==> config.mk <==
export PLATFORM = sky130hd
export DESIGN_NAME = mbx_doorbell_top
export DESIGN_NICKNAME = d
export VERILOG_FILES = /design/src/rtl/mbx_pkg.sv /design/src/rtl/mbx_port_dec.sv /design/src/rtl/mbx_ctrl.sv /design/src/rtl/mbx_flags.sv /design/src/rtl/mbx_doorbell_top.sv
export SDC_FILE = /design/constraint.sdc
export NUM_CORES = 1
export LEC_CHECK = 0
export BUFFER_PORTS_ARGS = -buffer_cell sky130_fd_sc_hd__buf_2
export CELL_PAD_IN_SITES_DETAIL_PLACEMENT = 1
export CELL_PAD_IN_SITES_GLOBAL_PLACEMENT = 1
export CORE_MARGIN = 2
export CORE_UTILIZATION = 12
export DETAILED_ROUTE_END_ITERATION = 10
export GPL_TIMING_DRIVEN = 0
export PLACE_DENSITY = 0.76
export RECOVER_POWER = 100
export SKIP_LAST_GASP = 1
export SLEW_MARGIN = 20
export SYNTH_ARGS = -nofsm -noshare
export SYNTH_HDL_FRONTEND = slang
export SYNTH_SLANG_ARGS = --single-unit
==> constraint.sdc <==
create_clock -name clk -period 1.05 [get_ports clk]
set_input_delay 0.0525 -clock clk [delete_from_list [all_inputs] [get_ports clk]]
set_output_delay 0.0525 -clock clk [all_outputs]
set_load 0.1 [all_outputs]
==> src/rtl/mbx_pkg.sv <==
package mbx_pkg;

  // Port indices used across control and datapath
  localparam int PORT_LEFT  = 0;
  localparam int PORT_RIGHT = 1;
  localparam int NUM_PORTS  = 2;

  // Strobes from control to datapath, indexed by the flag's owning port
  typedef struct packed {
    logic [NUM_PORTS-1:0] setIrq;
    logic [NUM_PORTS-1:0] clrIrq;
  } flagStrobes_t;

endpackage

==> src/rtl/mbx_port_dec.sv <==
module mbx_port_dec #(
  parameter int ADDR_W = 16,
  parameter logic [ADDR_W-1:0] OWN_BOX  = '1,
  parameter logic [ADDR_W-1:0] PEER_BOX = '1
) (
  input  logic              en,
  input  logic              wr,
  input  logic              rd,
  input  logic [ADDR_W-1:0] addr,
  input  logic              busy,
  output logic              ringPeer,
  output logic              ackOwn
);

  logic granted;
  logic isWrite;
  logic isRead;

  always_comb begin
    granted  = en && !busy;
    isWrite  = granted && wr;
    // a combined read+write strobe is treated as a write only
    isRead   = granted && rd && !wr;
    ringPeer = isWrite && (addr == PEER_BOX);
    ackOwn   = isRead && (addr == OWN_BOX);
  end

endmodule

==> src/rtl/mbx_ctrl.sv <==
module mbx_ctrl #(
  parameter int ADDR_W = 16
) (
  input  logic [mbx_pkg::NUM_PORTS-1:0] portEn,
  input  logic [mbx_pkg::NUM_PORTS-1:0] portWr,
  input  logic [mbx_pkg::NUM_PORTS-1:0] portRd,
  input  logic [mbx_pkg::NUM_PORTS-1:0] portBusy,
  input  logic [ADDR_W-1:0]             portAddr [mbx_pkg::NUM_PORTS],
  output mbx_pkg::flagStrobes_t         strobes
);

  localparam logic [ADDR_W-1:0] RIGHT_BOX = '1;
  localparam logic [ADDR_W-1:0] LEFT_BOX  = RIGHT_BOX - 1'b1;

  logic [mbx_pkg::NUM_PORTS-1:0] ring;
  logic [mbx_pkg::NUM_PORTS-1:0] ack;

  for (genvar p = 0; p < mbx_pkg::NUM_PORTS; p++) begin : g_port
    localparam logic [ADDR_W-1:0] OWN  = (p == mbx_pkg::PORT_RIGHT) ? RIGHT_BOX : LEFT_BOX;
    localparam logic [ADDR_W-1:0] PEER = (p == mbx_pkg::PORT_RIGHT) ? LEFT_BOX  : RIGHT_BOX;

    mbx_port_dec #(
      .ADDR_W  (ADDR_W),
      .OWN_BOX (OWN),
      .PEER_BOX(PEER)
    ) u_dec (
      .en      (portEn[p]),
      .wr      (portWr[p]),
      .rd      (portRd[p]),
      .addr    (portAddr[p]),
      .busy    (portBusy[p]),
      .ringPeer(ring[p]),
      .ackOwn  (ack[p])
    );

    // a ring from port p raises the flag owned by the other port
    assign strobes.setIrq[mbx_pkg::NUM_PORTS-1-p] = ring[p];
    assign strobes.clrIrq[p]                      = ack[p];
  end

endmodule

==> src/rtl/mbx_flags.sv <==
module mbx_flags (
  input  logic                          clk,
  input  logic                          rstN,
  input  mbx_pkg::flagStrobes_t         strobes,
  output logic [mbx_pkg::NUM_PORTS-1:0] irqN
);

  for (genvar p = 0; p < mbx_pkg::NUM_PORTS; p++) begin : g_flag
    logic pending;

    always_ff @(posedge clk or negedge rstN) begin
      if (!rstN) begin
        pending <= 1'b0;
      end else if (strobes.setIrq[p]) begin
        // set wins over a same-edge clear so a message is never dropped
        pending <= 1'b1;
      end else if (strobes.clrIrq[p]) begin
        pending <= 1'b0;
      end
    end

    assign irqN[p] = !pending;
  end

endmodule

==> src/rtl/mbx_doorbell_top.sv <==
module mbx_doorbell_top #(
  parameter int ADDR_W = 16
) (
  input  logic              clk,
  input  logic              rstN,
  input  logic              leftEn,
  input  logic              leftWr,
  input  logic              leftRd,
  input  logic [ADDR_W-1:0] leftAddr,
  input  logic              leftBusy,
  input  logic              rightEn,
  input  logic              rightWr,
  input  logic              rightRd,
  input  logic [ADDR_W-1:0] rightAddr,
  input  logic              rightBusy,
  output logic              leftIrqN,
  output logic              rightIrqN
);

  logic [mbx_pkg::NUM_PORTS-1:0] portEn;
  logic [mbx_pkg::NUM_PORTS-1:0] portWr;
  logic [mbx_pkg::NUM_PORTS-1:0] portRd;
  logic [mbx_pkg::NUM_PORTS-1:0] portBusy;
  logic [ADDR_W-1:0]             portAddr [mbx_pkg::NUM_PORTS];
  logic [mbx_pkg::NUM_PORTS-1:0] irqN;
  mbx_pkg::flagStrobes_t         strobes;

  assign portEn   = {rightEn, leftEn};
  assign portWr   = {rightWr, leftWr};
  assign portRd   = {rightRd, leftRd};
  assign portBusy = {rightBusy, leftBusy};
  assign portAddr[mbx_pkg::PORT_LEFT]  = leftAddr;
  assign portAddr[mbx_pkg::PORT_RIGHT] = rightAddr;

  mbx_ctrl #(.ADDR_W(ADDR_W)) u_ctrl (
    .portEn  (portEn),
    .portWr  (portWr),
    .portRd  (portRd),
    .portBusy(portBusy),
    .portAddr(portAddr),
    .strobes (strobes)
  );

  mbx_flags u_flags (
    .clk    (clk),
    .rstN   (rstN),
    .strobes(strobes),
    .irqN   (irqN)
  );

  assign leftIrqN  = irqN[mbx_pkg::PORT_LEFT];
  assign rightIrqN = irqN[mbx_pkg::PORT_RIGHT];

endmodule

==> impl_metrics.tcl <==
set metrics [dict create \
    fill_cells 212 \
    synth_top_family_by_area "simple AND/OR/NAND/NOR gates" \
    timing.hold.worst.class "in2reg" \
    synthMuxAreaShare 0 \
    status "finished clean" \
    multiInputGateArea_um2 143 \
    grt_usage 0.106 \
    design_power_total_mw 0.334 \
    cap_viol_max_count 0 \
    cts-root-buf "sky130_fd_sc_hd__clkbuf_4" \
    finalMaxSlewViolations 0 \
    clk-insertion-delay-late_ns 0.22 \
    dpl_worst_slack_ns -0.132 \
    yosysMostFrequentCell "sky130_fd_sc_hd__nand4_1" \
    timing.hold.worst_endpoint "u_flags.g_flag[1].pending" \
    post_synth.cell_area_avg_um2 8.01 \
    postSynth.asyncResetShare 1.00 \
    holdCritStartpoint "rightWr" \
    cts_tree "built" \
    layout-area-overhead-vs-synth_pct 136 \
    synth_enable_flop_cells 0 \
    routed-via-count 394 \
    detail_route.iter0.violations 2 \
    die-height_um 44.8 \
    fmax_mhz 1010 \
    max-clock-path-buffers 2 \
    first_pass_grt_wire_length_mm 1.52 \
    critPathKind "reg2out" \
    timing.rr.start "u_flags.g_flag[0].pending" \
    final-hold-violation-count 0 \
    finalCritPeriodShare 0.940 \
    largest_register "u_flags.g_flag.pending" \
    design.portCount 44 \
    kind_of_end_point_of_the_critical_path "primary output" \
    wl_um 966 \
    worst_margin_slew_ns 0.394 \
    clock_sinks 2 \
    synth-warning-count 0 \
    post_synth_net_total 67 \
    synth.top_cells.by_count "7 x sky130_fd_sc_hd__nand4_1, 4 x sky130_fd_sc_hd__nand2_1" \
    power_density_mw_per_mm2 709 \
    relSlewSlack 0.735 \
    rsz0062_at_grt "false" \
    post_drt_via_cell_ratio 4.48 \
    diodes 0 \
    cts_made_buffers 3 \
    timing.critical_path.arrival_ns 0.93 \
    dp_hpwl_um 895 \
    num_rows 14 \
    post_route_worst_setup_slack_ns 0.0627 \
    critical_path.startpoint_type "flop" \
    timing.clock.skew_ns 0 \
    ys_dominant_reg_cell "sky130_fd_sc_hd__dfrtp_1" \
    synth-xor-area-share 0 \
    cts_setup_buffers 0 \
    synth.largest_area_cell "sky130_fd_sc_hd__dfrtp_1" \
    synth_sequential_area_ratio 0.250 \
    largest_registers "u_flags.g_flag.pending: 2 flops" \
    area_of_the_die_mm2 0.00201 \
    synth_cells 25 \
    synth.ff_latch_count 2 \
    count_of_cells_along_the_worst_hold_path 3 \
    detail_route.drc_violations 0 \
    antenna_left 0 \
    ff2ff_path_depth 1 \
    detail_route.first_pass.iterations 2 \
    worst-endpoint-required_ns 1.00 \
    syn_area_um2 200 \
    final_layout_size_suffix_gt1_frac 0.667 \
    number_of_levels_the_h_tree_was_split_into 1 \
    final-setup-viol-count 0 \
    static_power_due_to_leakage_nw 0.256 \
    placeableCoreArea_mm2 0.00154 \
    detail_route.wl_per_cell_um 11.0 \
    fp.dieW_um 44.8 \
    post-route-min-period_ns 0.987 \
    globalRoute.totalOverflow 0 \
    post-synth-top-area-fraction 0.250 \
    grt_start_max_net_pins 3 \
    worst-path-max-fanout 2 \
    finish.net_count 116 \
    arithmetic_cell_share_of_the_synthesized_area_counting_full_adders_half_adders_and_majority_gates 0 \
    largest_register_ffs 2 \
    post_synth_and_or_nand_nor_area_fraction 0.594 \
    netlist_top_cells_area "sky130_fd_sc_hd__dfrtp_1 25%, sky130_fd_sc_hd__nand4_1 22%, sky130_fd_sc_hd__o41ai_2 8.1%" \
    port_buffers 43 \
    synth_compound_gate_area_share 0.119 \
    start_util 0.130 \
    worst_r2r_endpoint "u_flags.g_flag[0].pending" \
    routability_cong 0.638 \
    number_of_different_library_cells_in_the_post_synthesis_netlist 12 \
    vias_in_the_first_global_route 407 \
    reg2reg_setup_slack_ns 0.40 \
    seq_area_um2 50.0 \
    peakVddDrop_mv 0.362 \
    grt_antenna_before_repair 0 \
    clk_transition_reported_paths_ns 0.03 \
]
## cells in the final DEF (no fill, tap or decap)
cell,n
sky130_fd_sc_hd__nor4b_2,1
sky130_fd_sc_hd__inv_1,2
sky130_fd_sc_hd__clkbuf_4,3
sky130_fd_sc_hd__nor2_1,2
sky130_fd_sc_hd__buf_2,40
sky130_fd_sc_hd__o41ai_2,1
sky130_fd_sc_hd__dlygate4sd3_1,1
sky130_fd_sc_hd__dfrtp_1,2
sky130_fd_sc_hd__and4b_1,1
sky130_fd_sc_hd__clkbuf_1,1
sky130_fd_sc_hd__or3_4,1
sky130_fd_sc_hd__nor4_1,1
sky130_fd_sc_hd__nand2_1,4
sky130_fd_sc_hd__nand3_1,2
sky130_fd_sc_hd__nand4_1,7
sky130_fd_sc_hd__a21o_1,1
sky130_fd_sc_hd__buf_4,2
## layer usage
| metal | vias to the layer above | global-route usage | routed length, µm |
|---|---|---|---|
| met5 | - | 0 | 0 |
| met4 | 0 | 0.0529 | 22 |
| met3 | 2 | 0.0520 | 96 |
| met2 | 21 | 0.206 | 556 |
| met1 | 176 | 0.0854 | 291 |
| li1 | 195 | - | - |
## cell type report
class | instances | area share
timing repair buffer | 44 | 0.485
multi-input combinational | 21 | 0.302
sequential | 2 | 0.106
clock buffer | 3 | 0.0477
tap | 16 | 0.0424
inverter | 2 | 0.0159
## worst max-delay path by stage
| stage | startpoint | endpoint | depth (start not counted) |
|---|---|---|---|
| detailed placement | rightAddr[14] | u_flags.g_flag[1].pending | 5 |
| global route | rightAddr[14] | u_flags.g_flag[1].pending | 5 |
| finish | u_flags.g_flag[0].pending | leftIrqN | 2 |
| global placement | rightAddr[14] | u_flags.g_flag[1].pending | 5 |
| floorplan | u_flags.g_flag[1].pending | rightIrqN | 1 |
| CTS | u_flags.g_flag[0].pending | leftIrqN | 2 |
## worst max-delay path: stages (launching register included)
cell and delay [ns]:
sky130_fd_sc_hd__dfrtp_1 0.37, sky130_fd_sc_hd__inv_1 0.06, sky130_fd_sc_hd__buf_4 0.28
## kinds of logic after synthesis
kind of cell	count (synthesis)
flops	2
simple gates	19
buf+inv	2
compound gates	2
## report_power, final
group | switching [mW] | internal, mW
clock network | 0.0415 | 0.126
logic | 0.0287 | 0.0607
registers | 0.00000880 | 0.0777
## stage by stage
step	setup TNS [ns]	cells	hold slack, ns	util	cell area (µm²)
floorplan	0	25	-0.243	-	200
global placement	-0.145	84	-0.159	0.282	435
detailed placement	-0.191	84	-0.158	0.282	435
CTS	0	88	0.0695	0.307	473
global route	0	88	0.101	0.306	472
finish	0	88	0.0715	0.306	472
## timing repair
item / in CTS / in global routing
setup endpoints to repair: 2 / 0
gates resized for setup: 2 / 0
endpoints found under the hold margin: 2 / 0
hold buffers: 1 / 0
No activity file was read; power rests on OpenSTA's default activity.
